==> src/rtl/qbd_pkg.sv <==
package qbd_pkg;

  // Read source selector
  typedef enum logic {
    RD_SRC_LATCH = 1'b0,
    RD_SRC_PIN   = 1'b1
  } rd_src_e;

endpackage

==> src/rtl/qbd_port_latch.sv <==
// One port's output latch with whole-port and single-bit write paths.
module qbd_port_latch #(
  parameter int W = 8,
  localparam int IDX_W = (W > 1) ? $clog2(W) : 1
) (
  input  logic             clk,
  input  logic             rst_n,
  input  logic             port_we,
  input  logic [W-1:0]     port_wdata,
  input  logic             bit_we,
  input  logic [IDX_W-1:0] bit_idx,
  input  logic             bit_val,
  output logic [W-1:0]     q
);

  logic [W-1:0] sel_mask;
  logic [W-1:0] q_nxt;
  logic         q_en;

  assign sel_mask = W'(1) << bit_idx;
  assign q_en     = port_we | bit_we;

  // Next-state: the port load first, then the bit update on top of it
  always_comb begin
    q_nxt = q;
    if (port_we) begin
      q_nxt = port_wdata;
    end
    if (bit_we) begin
      q_nxt = (q_nxt & ~sel_mask) | (bit_val ? sel_mask : '0);
    end
  end

  always_ff @(posedge clk or negedge rst_n) begin
    if (!rst_n) begin
      q <= '1;
    end else if (q_en) begin
      q <= q_nxt;
    end
  end

  AST_LATCH_HOLD: assert property (@(posedge clk) disable iff (!rst_n)
    !(port_we || bit_we) |=> $stable(q));

  AST_PORT_LOAD: assert property (@(posedge clk) disable iff (!rst_n)
    (port_we && !bit_we) |=> (q == $past(port_wdata)));

  AST_BIT_ONLY: assert property (@(posedge clk) disable iff (!rst_n)
    (bit_we && !port_we) |=> (((q ^ $past(q)) & ~$past(sel_mask)) == '0));

  AST_BIT_WINS: assert property (@(posedge clk) disable iff (!rst_n)
    (bit_we && port_we) |=> (((q ^ {W{$past(bit_val)}}) & $past(sel_mask)) == '0));

endmodule

==> src/rtl/qbd_pin_sync.sv <==
// Two-flop synchronizer for one port's pin levels.
module qbd_pin_sync #(
  parameter int W = 8
) (
  input  logic         clk,
  input  logic         rst_n,
  input  logic [W-1:0] d,
  output logic [W-1:0] q
);

  logic [W-1:0] s1;
  logic [W-1:0] s1_nxt;
  logic [W-1:0] s2_nxt;

  always_comb begin
    s1_nxt = d;
    s2_nxt = s1;
  end

  always_ff @(posedge clk or negedge rst_n) begin
    if (!rst_n) begin
      s1 <= '1;
      q  <= '1;
    end else begin
      s1 <= s1_nxt;
      q  <= s2_nxt;
    end
  end

  AST_SYNC_STAGE1: assert property (@(posedge clk) disable iff (!rst_n)
    $past(rst_n) |-> (s1 == $past(d)));

  AST_SYNC_STAGE2: assert property (@(posedge clk) disable iff (!rst_n)
    $past(rst_n) |-> (q == $past(s1)));

endmodule

==> src/rtl/qbd_pad_ctl.sv <==
// Pull-up and pull-down enables for one port derived from its latch.
module qbd_pad_ctl #(
  parameter int W          = 8,
  parameter bit OPEN_DRAIN = 1'b0
) (
  input  logic [W-1:0] lat,
  output logic [W-1:0] pd_en,
  output logic [W-1:0] pu_en
);

  assign pd_en = ~lat;

  generate
    if (OPEN_DRAIN) begin : g_od
      assign pu_en = '0;
    end else begin : g_qb
      assign pu_en = lat;
    end
  endgenerate

endmodule

==> src/rtl/qbd_port_bank.sv <==
// Bank of quasi-bidirectional port latches with latch/pin read paths.
module qbd_port_bank #(
  parameter int                  N_PORTS = 4,
  parameter int                  PORT_W  = 8,
  parameter logic [N_PORTS-1:0]  OD_MASK = 4'b0001,
  localparam int PSEL_W = (N_PORTS > 1) ? $clog2(N_PORTS) : 1,
  localparam int IDX_W  = (PORT_W > 1) ? $clog2(PORT_W) : 1,
  localparam int TOT_W  = N_PORTS * PORT_W
) (
  input  logic              clk,
  input  logic              rst_n,
  input  logic              port_we,
  input  logic [PSEL_W-1:0] port_sel,
  input  logic [PORT_W-1:0] port_wdata,
  input  logic              bit_we,
  input  logic [PSEL_W-1:0] bit_port,
  input  logic [IDX_W-1:0]  bit_idx,
  input  logic              bit_val,
  input  logic [PSEL_W-1:0] rd_sel,
  input  logic              rd_pin,
  output logic [PORT_W-1:0] rd_data,
  input  logic [TOT_W-1:0]  pad_in,
  output logic [TOT_W-1:0]  pad_pd_en,
  output logic [TOT_W-1:0]  pad_pu_en
);

  import qbd_pkg::*;

  logic [PORT_W-1:0] lat_q [N_PORTS];
  logic [PORT_W-1:0] pin_q [N_PORTS];

  generate
    for (genvar p = 0; p < N_PORTS; p++) begin : g_port
      logic p_port_we;
      logic p_bit_we;

      assign p_port_we = port_we && (port_sel == PSEL_W'(p));
      assign p_bit_we  = bit_we  && (bit_port == PSEL_W'(p));

      qbd_port_latch #(.W(PORT_W)) u_lat (
        .clk        (clk),
        .rst_n      (rst_n),
        .port_we    (p_port_we),
        .port_wdata (port_wdata),
        .bit_we     (p_bit_we),
        .bit_idx    (bit_idx),
        .bit_val    (bit_val),
        .q          (lat_q[p])
      );

      qbd_pin_sync #(.W(PORT_W)) u_sync (
        .clk   (clk),
        .rst_n (rst_n),
        .d     (pad_in[p*PORT_W +: PORT_W]),
        .q     (pin_q[p])
      );

      qbd_pad_ctl #(.W(PORT_W), .OPEN_DRAIN(OD_MASK[p])) u_pad (
        .lat   (lat_q[p]),
        .pd_en (pad_pd_en[p*PORT_W +: PORT_W]),
        .pu_en (pad_pu_en[p*PORT_W +: PORT_W])
      );
    end
  endgenerate

  // Read mux: latch contents or synchronized pins
  always_comb begin
    if (rd_src_e'(rd_pin) == RD_SRC_PIN) begin
      rd_data = pin_q[rd_sel];
    end else begin
      rd_data = lat_q[rd_sel];
    end
  end

  AST_NO_FIGHT: assert property (@(posedge clk) disable iff (!rst_n)
    ((pad_pu_en & pad_pd_en) == '0));

  AST_PD_AFTER_LOAD: assert property (@(posedge clk) disable iff (!rst_n)
    (port_we && !bit_we) |=> (pad_pd_en[$past(port_sel)*PORT_W +: PORT_W] == ~$past(port_wdata)));

  AST_PD_QUIET: assert property (@(posedge clk) disable iff (!rst_n)
    !(port_we || bit_we) |=> $stable(pad_pd_en));

endmodule

==> config.mk <==
export PLATFORM = sky130hd
export DESIGN_NAME = qbd_port_bank
export DESIGN_NICKNAME = d
export VERILOG_FILES = /design/src/rtl/qbd_pkg.sv /design/src/rtl/qbd_port_latch.sv /design/src/rtl/qbd_pin_sync.sv /design/src/rtl/qbd_pad_ctl.sv /design/src/rtl/qbd_port_bank.sv
export SDC_FILE = /design/constraint.sdc
export NUM_CORES = 1
export LEC_CHECK = 0
export BUFFER_PORTS_ARGS = -buffer_cell sky130_fd_sc_hd__buf_2
export CAP_MARGIN = 10
export CORE_MARGIN = 4
export CORE_UTILIZATION = 40
export CTS_CLUSTER_DIAMETER = 200
export CTS_CLUSTER_SIZE = 8
export DETAILED_ROUTE_END_ITERATION = 8
export SYNTH_ARGS = -nofsm -noshare
export SYNTH_HDL_FRONTEND = slang
export SYNTH_HIERARCHICAL = 1
export SYNTH_SLANG_ARGS = --single-unit
==> constraint.sdc <==
create_clock -name clk -period 1.5 [get_ports clk]
set_input_delay 0.15 -clock clk [delete_from_list [all_inputs] [get_ports clk]]
set_output_delay 0.15 -clock clk [all_outputs]
set_load 0.05 [all_outputs]
### After elaboration in Yosys (flattened, before gate mapping)

Cells that the tools add are included.

* $lt $le $gt $ge: 1
* eq/ne operators: 6
* shift operators: 1
* mux-type cells: 16
* bitwise gates (word level): 18
* reduce and logical (&&, ||, !) cells: 10

Operators by type and width (count)
* $mux W8: 14
* $not A8 Y8: 5
* $and A8 B8 Y8: 4
* $bmux W8 S2: 2
* $or A8 B8 Y8: 4
* $eq A2 B2 Y1 const B: 4
* $logic_and A1 B1 Y1: 8
* $shl A1 B3 Y8 const A: 1
* $eq A2 B1 Y1 const B: 2
* $logic_not A2 Y1: 2
* $or A1 B1 Y1: 4
* $ge A3 B3 Y1 const B: 1
* $not A2 Y3: 1

* flip-flop bits (word level): 96
* input bits: 55
* output and inout bits: 72

### Longest topological paths before layout

Gate-level depths: netlist of run 1.

* depth in word-level cells: 6
* gate-level depth with buffers: 5
* mapped depth without buffers: 4

### Cells and area by module

The synthesis of run 1 kept the hierarchy.

By module, submodules not included
* qbd_port_latch: times used 4, cells each 33, area an instance 505.5 um^2, seq. area each 210.2 um^2
* qbd_pin_sync: times used 4, cells each 16, area an instance 420.4 um^2, seq. area each 420.4 um^2
* qbd_port_bank: times used 1, cells each 39, area an instance 610.6 um^2, seq. area each 0.0 um^2
* qbd_pad_ctl (g_port[1].u_pad ...): times used 3, cells each 16, area an instance 90.1 um^2, seq. area each 0.0 um^2
* qbd_pad_ctl (g_port[0].u_pad): times used 1, cells each 17, area an instance 93.8 um^2, seq. area each 0.0 um^2

### Worst setup path after synthesis of run 1

OpenSTA, ideal clock, no wires.

* kind: input port to output port
* from: in rd_sel[0]
* to: out rd_data[1]
* arrival: 1.313 ns
* setup slack: 0.037 ns
* stages on the path: 4
* path buffers: 2
* cells stage by stage: buf_6 > buf_12 > mux4_1 > mux2_2

* cells in the longest elaborated chain, start to end: 5
* elaborated cells on any way between the ends: 8
* those cells by class: mux: 7; bitwise: 1

RTL lines
* start: declaration: line qbd_port_bank.sv:19 `input logic [PSEL_W-1:0] rd_sel,`
* $not A2 Y3 (implied by the code) (*): line qbd_port_bank.sv:69, qbd_port_bank.sv:71
* $bmux W8 S2, on equally long branches: line qbd_port_bank.sv:71, qbd_port_bank.sv:69
* $mux W8, on equally long branches (2 in a row): line qbd_port_bank.sv:71, qbd_port_bank.sv:69
* $mux W8 (*): line qbd_port_bank.sv:68 `if (rd_src_e'(rd_pin) == RD_SRC_PIN) begin`
* end: declaration: line qbd_port_bank.sv:21 `output logic [PORT_W-1:0] rd_data,`

Mark *: on every way between the ends. The rest lies on a longest branch, timed or not. The select of a mux whose other input is x is not followed.

### Worst setup path after layout of run 1

* from: reg g_port[1].u_sync.q[2]
* to: out rd_data[2]

* cells in the longest elaborated chain, start to end: 4

RTL lines
* start: declaration: line qbd_pin_sync.sv:8 `output logic [W-1:0] q`
* start signal: assignment: line qbd_pin_sync.sv:26 `q <= s2_nxt;`
* $bmux W8 S2: line qbd_port_bank.sv:69 `rd_data = pin_q[rd_sel];`
* $mux W8 (implied by the code) (2 in a row): line qbd_port_bank.sv:69
* $mux W8: line qbd_port_bank.sv:68

Every way passes these cells. The select of a mux whose other input is x is not followed.

==> results.sh, run 1 <==
export IMPL_drc=0
export IMPL_core_area_um2=11400
export IMPL_netlist_area_um2=4680
export IMPL_ys_flop_type="dfstp_2"
export IMPL_num_rows=39
export IMPL_dieArea_um2=13500
export IMPL_r2r_start="g_port[2].u_lat/q[4]$_DFFE_PN1P_"
export IMPL_grt_ovfl_total=0
export IMPL_die_height_um=116
export IMPL_yosys_warnings=6
export IMPL_tritoncts="done"
export IMPL_antenna_found_initial=0
export IMPL_synth_edf_count=0
export IMPL_avgRoutedWirePerCell_um=17.4
export IMPL_synthAdderAreaFrac=0
export IMPL_synthSimpleGateAreaFrac=0.0856
export IMPL_place_detailed_hpwl_mm=7.50
export IMPL_syn_to_final_growth_pct=34.8
export IMPL_netlist_top_cell_by_area="dfstp_2"
export IMPL_worst_r2r_cell_count=3
export IMPL_syn_area_per_cell_um2=15.6
export IMPL_vias_per_cell=4.69
export IMPL_async_flop_share=1.00
export IMPL_r2r_end="g_port[2].u_lat/q[4]$_DFFE_PN1P_"
export IMPL_final_setup_viol_count=8
export IMPL_clock_skew_ns=0.00445
export IMPL_ant_nets=0
export IMPL_status="finished, violations left"
export IMPL_num_antenna_cells=0
export IMPL_grt_total_usage=0.171
export IMPL_final_cell_area_um2=6310
export IMPL_netlist_instances=300
export IMPL_die_w_um=116
export IMPL_min_period_over_period=1.17
export IMPL_drv_slew=0
export IMPL_crit_path_end="rd_data[2]"
export IMPL_place_congestion=0.729
export IMPL_whs_ns=0.0240
export IMPL_cp_arrival_ns=1.60
export IMPL_fmax_ghz=0.572
export IMPL_clkTransAtPathRegs_ns=0.06
export IMPL_yosys_top_cells_area="dfstp_2, mux2_2, mux4_1"
export IMPL_drtIter0Drc=117
export IMPL_io_buffers=118
export IMPL_crit_required_ns=1.35
export IMPL_fin_setup_tns_ns=-1.95
export IMPL_crit_start="g_port[1].u_sync/q[2]$_DFF_PN1_"
export IMPL_start_kind="flop"
export IMPL_grt_pass1_wl_mm=17.2
export IMPL_cts_buffers=9
export IMPL_hold_viol=0
export IMPL_failed_checks="setup timing"
export IMPL_synth_top_area_frac=0.539
export IMPL_synth_cell_types=23
export IMPL_initial_core_util=0.410
export IMPL_drtPass1Iterations=4
export IMPL_path_max_fanout=1
export IMPL_pwr_density_cell_nw_per_um2=1430
export IMPL_synth_xor_area_share=0
export IMPL_drt_wl_total_mm=10.8
export IMPL_muxShareOfSynthArea=0.278
export IMPL_grt_max_degree=49
export IMPL_layout_min_cycle_time_ns=1.75
export IMPL_synth_top_family_by_area="multiplexers"
export IMPL_via_count=2922
export IMPL_h_tree_depth=3
export IMPL_synth_seq_cells=96
export IMPL_fill_cells=957
export IMPL_worst_slew_pin_slew_ns=0.545
export IMPL_clockBufferDepth=2
export IMPL_max_slew_margin=0.637
export IMPL_cts_root_buffer="clkbuf_16"
export IMPL_io_pins=127
export IMPL_yosysSeqAreaShare=0.539
export IMPL_setup_slack_ns=-0.249
export IMPL_max_cap_violations=0
export IMPL_rsz0062_at_grt="true"
export IMPL_hold_class="primary input to async pin"
export IMPL_setup_worst_path_class="flop to output pin"
export IMPL_clock_sinks=96
export IMPL_nets=530
export IMPL_synth_compound_area_share=0
export IMPL_place_area_um2=5570
export IMPL_clock_latency_ns=0.34
export IMPL_drive_above_1_share=0.746
export IMPL_crit_path_end_kind="output pin"
export IMPL_p_leak_nw=2.88
export IMPL_r2r_setup_slack_ns=0.37
export IMPL_first_global_vias=3177
export IMPL_vdd_ir_drop_worst_mv=1.13
final cells by class:
type,count,area (um2),share of cell area
Timing Repair Buffer,198,1430,0.226
Multi-Input combinational cell,138,1710,0.271
Tap cell,143,179,0.0284
Inverter,32,120,0.0190
Sequential cell,96,2520,0.400
Clock inverter,5,104,0.0165
Clock buffer,11,243,0.0385
Yosys cell counts, types with 2 or more instances:
cell,n
inv_1,32
mux2_1,12
nor3b_1,2
dfstp_2,96
and3_1,2
nand4b_1,12
mux4_1,15
mux2_4,20
nand2_1,2
and4bb_1,12
nor4b_2,4
buf_6,5
and3b_1,2
mux2_2,40
nand4_1,4
buf_4,32
nor2_1,2
through the flow:
stage	power [mW]	std cells	setup slack (ns)	utilization
floorplan	5.49	307	0.0371	-
global placement	6.22	572	-0.125	0.487
detailed placement	6.25	572	-0.125	0.487
CTS	9.15	623	-0.271	0.552
global route	9.43	623	-0.301	0.552
finish	9.04	623	-0.249	0.552
worst max-delay path, stage by stage (launching register included):
cell and delay (ns):
dfstp_2 0.37, mux4_2 0.46, mux2_4 0.29, buf_8 0.15
placed cells by master (no fill, tap or decap), drive strengths merged:
cell type    Yosys  final
and4bb          12     12
dfstp           96     96
nor3b            2      2
nor4b            4      4
mux4            16     16
clkinv           0      2
bufinv           0      3
nand4            4      4
buf             40    166
clkbuf           1     11
nor2             2      2
and3             2      2
inv             32     32
nand4b          12     12
conb             1      8
dlygate4sd3      0     32
mux2            72     72
nand2            2      2
and3b            2      2
cell families (layout without fill, tap and decap cells):
group,after synthesis,in the layout
other,1,8
multiplexers,88,88
flip-flops,96,96
AND/OR/NAND/NOR,42,42
buffers and inverters,73,246
what timing repair did:
action                                  4_1_cts  5_1_grt
gates resized for setup                      47        0
hold endpoints to repair                     32        0
hold buffers                                 32        0
setup buffers                                 3        0
endpoints found under the setup margin        8        8
per-layer routing:
metal / routed length [um] / share of wire / track usage / vias to the layer above
li1: - / - / - / 1371
met1: 4770 / 0.44 / 0.227 / 1457
met2: 5400 / 0.50 / 0.283 / 82
met3: 494 / 0.046 / 0.0347 / 12
met4: 150 / 0.014 / 0.0557 / 0
met5: 0 / 0 / 0 / -
sequential cells by signal, indices dropped and copies added, names as in the netlist:
| signal | flops |
|---|---|
| g_port.u_sync/s1 | 32 |
| g_port.u_sync/q | 32 |
| g_port.u_lat/q | 32 |
worst min-delay path by stage:
stage                                       endpoint  slack, ns  depth (start not counted)
floorplan           g_port[0].u_lat/q[0]$_DFFE_PN1P_      0.002                          0
global placement    g_port[3].u_sync/s1[0]$_DFF_PN1_       0.25                          1
detailed placement  g_port[0].u_sync/s1[3]$_DFF_PN1_       0.26                          1
CTS                 g_port[3].u_sync/s1[7]$_DFF_PN1_       0.04                          1
global route        g_port[2].u_sync/s1[7]$_DFF_PN1_       0.08                          1
finish              g_port[2].u_sync/s1[7]$_DFF_PN1_       0.02                          1
report_power, final:
part	internal (mW)	total (mW)	switching, mW
Clock	1.67	2.60	0.925
Combinational	1.22	3.25	2.03
Sequential	3.06	3.19	0.134
Total	5.95	9.04	3.08
No activity file was read; power rests on OpenSTA's default activity.
==> run 2: changes to the inputs <==
==> constraint.sdc (replaced) <==
create_clock -name clk -period 2.1 [get_ports clk]
set_input_delay 0.21 -clock clk [delete_from_list [all_inputs] [get_ports clk]]
set_output_delay 0.21 -clock clk [all_outputs]
set_load 0.05 [all_outputs]
==> run 2 against run 1 <==
The flow now finishes without violations. Sequential share of layout area up 3.1 points. Worst hold slack better by 0.14 ns. Final area shrank 7.2%. Non-clock buffer count down 40. Critical path depth stayed put. Critical path type unchanged.
==> results.sh, run 2 (synthesis gave the netlist of run 1 again) <==
export IMPL_crit_required_ns=1.89
export IMPL_max_cap_violations=0
export IMPL_layout_min_cycle_time_ns=1.94
export IMPL_layout_common_cells="buf_2, dfstp_2, mux2_2"
export IMPL_syn_to_final_growth_pct=25.1
export IMPL_layout_commonest_cell="buf_2"
export IMPL_holdBufCountCts=32
export IMPL_path_max_fanout=4
export IMPL_io_buffers=118
export IMPL_drc=0
export IMPL_cts_root_buffer="clkbuf_16"
export IMPL_drtIter0Drc=66
export IMPL_grt_max_degree=57
export IMPL_worst_slew_pin_slew_ns=0.587
export IMPL_final_setup_viol_count=0
export IMPL_setup_worst_path_class="flop to output pin"
export IMPL_crit_path_end_kind="output pin"
export IMPL_nets=490
export IMPL_slowest_delay_ns=0.50
export IMPL_drive_above_1_share=0.690
export IMPL_h_tree_depth=3
export IMPL_die_w_um=116
export IMPL_avgRoutedWirePerCell_um=18.4
export IMPL_grt_ovfl_total=0
export IMPL_final_cell_area_um2=5850
export IMPL_clockBufferDepth=2
export IMPL_tritoncts="done"
export IMPL_initial_core_util=0.410
export IMPL_rsz0062_at_grt="false"
export IMPL_grt_pass1_wl_mm=16.6
export IMPL_via_count=2879
export IMPL_grt_total_usage=0.167
export IMPL_num_rows=39
export IMPL_core_area_um2=11400
export IMPL_reg_top3="g_port.u_lat/q (32), g_port.u_sync/q (32), g_port.u_sync/s1 (32)"
export IMPL_cp_arrival_ns=1.73
export IMPL_clock_sinks=96
export IMPL_drv_slew=0
export IMPL_worstPathCellList="mux4_1 -> mux2_2 -> buf_2"
export IMPL_fill_cells=983
export IMPL_ant_nets=0
export IMPL_place_area_um2=5240
export IMPL_first_global_vias=3113
export IMPL_seqCellArea_um2=2520
export IMPL_place_detailed_hpwl_mm=6.74
export IMPL_pwr_density_cell_nw_per_um2=1010
export IMPL_die_height_um=116
export IMPL_fin_util=0.513
export IMPL_start_kind="flop"
export IMPL_drtPass1Iterations=4
export IMPL_clock_skew_ns=0.00220
export IMPL_max_slew_margin=0.609
export IMPL_status="finished clean"
export IMPL_cts_buffers=9
export IMPL_post_cts_resized=0
export IMPL_antenna_found_initial=0
export IMPL_dieArea_um2=13500
export IMPL_p_leak_nw=2.63
export IMPL_fmax_ghz=0.515
export IMPL_vdd_ir_drop_worst_mv=0.731
export IMPL_fin_setup_tns_ns=0
export IMPL_post_cts_buffers=0
export IMPL_place_congestion=0.757
export IMPL_hold_class="primary input to async pin"
export IMPL_io_pins=127
export IMPL_cpMaxStageDelayCell="mux4_1"
export IMPL_clock_latency_ns=0.34
export IMPL_clkTransAtPathRegs_ns=0.06
export IMPL_whs_ns=0.168
export IMPL_num_antenna_cells=0
export IMPL_min_period_over_period=0.924
export IMPL_hold_viol=0
export IMPL_drt_wl_total_mm=10.7
export IMPL_vias_per_cell=4.95
export IMPL_multi_input_area_um2=1740
-- run 2: changes by cell type in the layout (fill, tap and decap cells not counted), moves of 2 or more --
cell	previous run	this run
mux2_4	28	20
mux2_2	32	40
buf_4	43	7
buf_12	6	2
bufinv_16	3	1
buf_2	109	117
mux4_2	16	1
clkinvlp_4	0	3
buf_8	8	0
mux4_1	0	15
-- run 2: layout make-up --
| class | count | share of cell area |
|---|---|---|
| clock buffers | 10 | 0.0408 |
| clock inverters | 5 | 0.00983 |
| inverters | 32 | 0.0205 |
| multi-input cells | 138 | 0.297 |
| flip-flops and latches | 96 | 0.431 |
| well taps | 143 | 0.0306 |
| repair buffers | 158 | 0.171 |
-- run 2: metrics by stage --
step	instances	setup slack, ns	power, mW
2_1_floorplan	307	0.517	3.92
3_3_place_gp	535	0.353	4.25
3_5_place_dp	535	0.335	4.28
4_1_cts	582	0.137	6.00
5_1_grt	582	0.100	6.19
6_report	582	0.159	5.90
-- run 2: critical path: cells and delay by family (launching register included) --
kind	cells	cell delay, ns
multiplexers	2	0.78
buffers and inverters	1	0.21
flip-flops	1	0.39
-- run 2: worst paths after layout --
path	startpoint	slack, ns	end	depth (start not counted)
min reg2reg	g_port[3].u_sync/s1[4]$_DFF_PN1_	0.35	g_port[3].u_sync/q[4]$_DFF_PN1_	0
max reg2reg	g_port[3].u_lat/q[4]$_DFFE_PN1P_	1.10	g_port[3].u_lat/q[4]$_DFFE_PN1P_	2
max in group asynchronous	rst_n	1.53	g_port[0].u_sync/q[4]$_DFF_PN1_	2
max	g_port[3].u_lat/q[7]$_DFFE_PN1P_	0.16	rd_data[7]	3
min in group clk	port_wdata[4]	0.25	g_port[0].u_lat/q[4]$_DFFE_PN1P_	3
min	rst_n	0.17	g_port[3].u_sync/s1[6]$_DFF_PN1_	1
-- run 2: layer usage --
metal	vias to the layer above	share of wire	wire, um	GRT usage
li1	1304	-	-	-
met1	1469	0.44	4650	0.215
met2	97	0.49	5270	0.275
met3	9	0.060	643	0.0518
met4	0	0.012	126	0.0441
met5	-	0	0	0
-- run 2: report_power, final --
group	leakage, nW	total [mW]	internal, mW	switching, mW
clock	0.137	1.62	0.945	0.673
combinational	1.49	1.94	0.620	1.32
sequential	1.01	2.34	2.19	0.154
==> run 3: changes to the inputs <==
--- a/config.mk
+++ b/config.mk
@@ -5,13 +5,13 @@
 export SDC_FILE = /design/constraint.sdc
 export NUM_CORES = 1
 export LEC_CHECK = 0
-export BUFFER_PORTS_ARGS = -buffer_cell sky130_fd_sc_hd__buf_2
 export CAP_MARGIN = 10
 export CORE_MARGIN = 4
 export CORE_UTILIZATION = 40
 export CTS_CLUSTER_DIAMETER = 200
 export CTS_CLUSTER_SIZE = 8
 export DETAILED_ROUTE_END_ITERATION = 8
+export DONT_BUFFER_PORTS = 1
 export SYNTH_ARGS = -nofsm -noshare
 export SYNTH_HDL_FRONTEND = slang
 export SYNTH_HIERARCHICAL = 1
==> run 3 against run 2 <==
Register-to-register slack got worse by 0.13 ns. Critical path type unchanged. Die area stayed put. Wire length shrank 0.30%. Global-route usage decreased by 0.24 points. Non-clock buffer count down 118. Clock skew up 0.0037 ns. Utilization fell by 5.4 points. The flow now finishes with violations (hold timing). Final cell count is 20% lower. Worst setup slack worse by 0.064 ns. Power is 6.6% lower.
==> results.sh, run 3 (synthesis gave the netlist of run 1 again) <==
export IMPL_fin_setup_tns_ns=0
export IMPL_syn_to_final_growth_pct=11.8
export IMPL_drt_wl_total_mm=10.7
export IMPL_clockBufferDepth=2
export IMPL_num_antenna_cells=0
export IMPL_io_buffers=0
export IMPL_clock_latency_ns=0.35
export IMPL_setup_worst_path_class="flop to output pin"
export IMPL_core_area_um2=11400
export IMPL_io_pins=127
export IMPL_cts_buffers=9
export IMPL_combPwrFrac=0.219
export IMPL_avgRoutedWirePerCell_um=23.0
export IMPL_max_slew_margin=0.666
export IMPL_reg_top3="g_port.u_lat/q (32), g_port.u_sync/q (32), g_port.u_sync/s1 (32)"
export IMPL_tritoncts="done"
export IMPL_clock_sinks=96
export IMPL_h_tree_depth=3
export IMPL_ant_nets=0
export IMPL_cp_arrival_ns=1.79
export IMPL_min_period_over_period=0.955
export IMPL_drtPass1Iterations=4
export IMPL_start_kind="flop"
export IMPL_drive_above_1_share=0.567
export IMPL_r2r_start="g_port[1].u_lat/q[0]$_DFFE_PN1P_"
export IMPL_first_global_vias=2665
export IMPL_grt_ovfl_total=0
export IMPL_max_cap_violations=0
export IMPL_p_leak_nw=2.16
export IMPL_p_sw_frac=0.360
export IMPL_grt_total_usage=0.164
export IMPL_place_congestion=0.653
export IMPL_place_area_um2=4600
export IMPL_drv_slew=0
export IMPL_initial_core_util=0.410
export IMPL_cts_root_buffer="clkbuf_16"
export IMPL_multi_input_area_um2=1740
export IMPL_via_count=2509
export IMPL_failed_checks="hold timing"
export IMPL_clock_skew_ns=0.00595
export IMPL_vias_per_cell=5.41
export IMPL_nets=372
export IMPL_post_cts_resized=0
export IMPL_slowest_delay_ns=0.56
export IMPL_clkTransAtPathRegs_ns=0.07
export IMPL_drtIter0Drc=113
export IMPL_fmax_ghz=0.499
export IMPL_holdBufCountCts=33
export IMPL_num_rows=39
export IMPL_cpMaxStageDelayCell="mux4_1"
export IMPL_final_setup_viol_count=0
export IMPL_rsz0062_at_grt="false"
export IMPL_hold_class="primary input to async pin"
export IMPL_path_max_fanout=4
export IMPL_seqCellArea_um2=2520
export IMPL_vdd_ir_drop_worst_mv=0.812
export IMPL_die_w_um=116
export IMPL_grt_pass1_wl_mm=16.0
export IMPL_p_clk_frac=0.289
export IMPL_layout_min_cycle_time_ns=2.00
export IMPL_p_seq_frac=0.493
export IMPL_crit_path_end_kind="output pin"
export IMPL_p_int_mw=3.53
export IMPL_dieArea_um2=13500
export IMPL_hold_viol=96
export IMPL_worst_slew_pin_slew_ns=0.501
export IMPL_final_cell_area_um2=5230
export IMPL_fill_cells=973
export IMPL_layout_common_cells="dfstp_2, mux2_2, dlygate4sd3_1"
export IMPL_whs_ns=-0.291
export IMPL_pwr_density_cell_nw_per_um2=1050
export IMPL_crit_required_ns=1.89
export IMPL_drc=0
export IMPL_place_detailed_hpwl_mm=6.35
export IMPL_die_height_um=116
export IMPL_worstPathCellList="mux4_1 -> mux2_2"
export IMPL_crit_start="g_port[3].u_lat/q[1]$_DFFE_PN1P_"
export IMPL_grt_max_degree=97
export IMPL_switching_power_mw=1.99
export IMPL_post_cts_buffers=0
export IMPL_layout_commonest_cell="dfstp_2"
export IMPL_antenna_found_initial=0
export IMPL_status="finished, violations left"
[run 3: cell types whose count changed in the layout (fill, tap and decap cells not counted)]
| cell | change |
|---|---|
| buf_12 | -2 |
| buf_2 | -117 |
| buf_4 | -1 |
| clkbuf_1 | +1 |
| clkbuf_8 | -1 |
| clkinv_4 | +1 |
| clkinvlp_4 | -1 |
| dlygate4sd3_1 | +2 |
[run 3: critical path, delay by kind of cell (launching register included)]
family,cells,cell delay [ns]
flip-flops,1,0.47
multiplexers,2,0.97
[run 3: final timing paths]
kind	depth (start not counted)	slack, ns	to
worst max-delay path	2	0.1	rd_data[1]
worst min register to register	0	0.35	g_port[2].u_sync/q[5]$_DFF_PN1_
max in group asynchronous	0	2.27	g_port[3].u_lat/q[5]$_DFFE_PN1P_
min in group clk	1	0.02	g_port[2].u_lat/q[3]$_DFFE_PN1P_
worst min-delay path	0	-0.29	g_port[2].u_sync/q[7]$_DFF_PN1_
worst max register to register	2	0.97	g_port[1].u_lat/q[0]$_DFFE_PN1P_
[run 3: routing by layer]
layer	vias to the layer above	track usage	part of all wire
met5	-	0	0
li1	1066	-	-
met3	14	0.0694	0.073
met4	0	0.0487	0.016
met1	1329	0.202	0.42
met2	100	0.266	0.49
[run 3: layout make-up]
cell class / instances / share of cell area
Clock inverter: 5 / 0.0112
Multi-Input combinational cell: 138 / 0.332
Sequential cell: 96 / 0.482
Clock buffer: 10 / 0.0438
Inverter: 32 / 0.0230
Timing Repair Buffer: 40 / 0.0736
Tap cell: 143 / 0.0342
[run 3: power by group through the flow]
stage | Combinational [mW] | Sequential (mW) | Clock [mW]
finish | 1.20 | 2.72 | 1.59
global route | 1.26 | 2.76 | 1.73
CTS | 1.21 | 2.72 | 1.65
detailed placement | 1.15 | 2.75 | 0
global placement | 1.15 | 2.74 | 0
floorplan | 1.62 | 2.30 | 0
[run 3: stage by stage]
step                      instances  total power, mW  utilization  worst slack, ns
after floorplan                 307             3.92            -            0.517
final                           464             5.51        0.458           0.0955
after global routing            464             5.75        0.458           0.0612
after detailed placement        415             3.90        0.403            0.486
after CTS                       463             5.58        0.457            0.105
after global placement          415             3.89        0.403            0.494
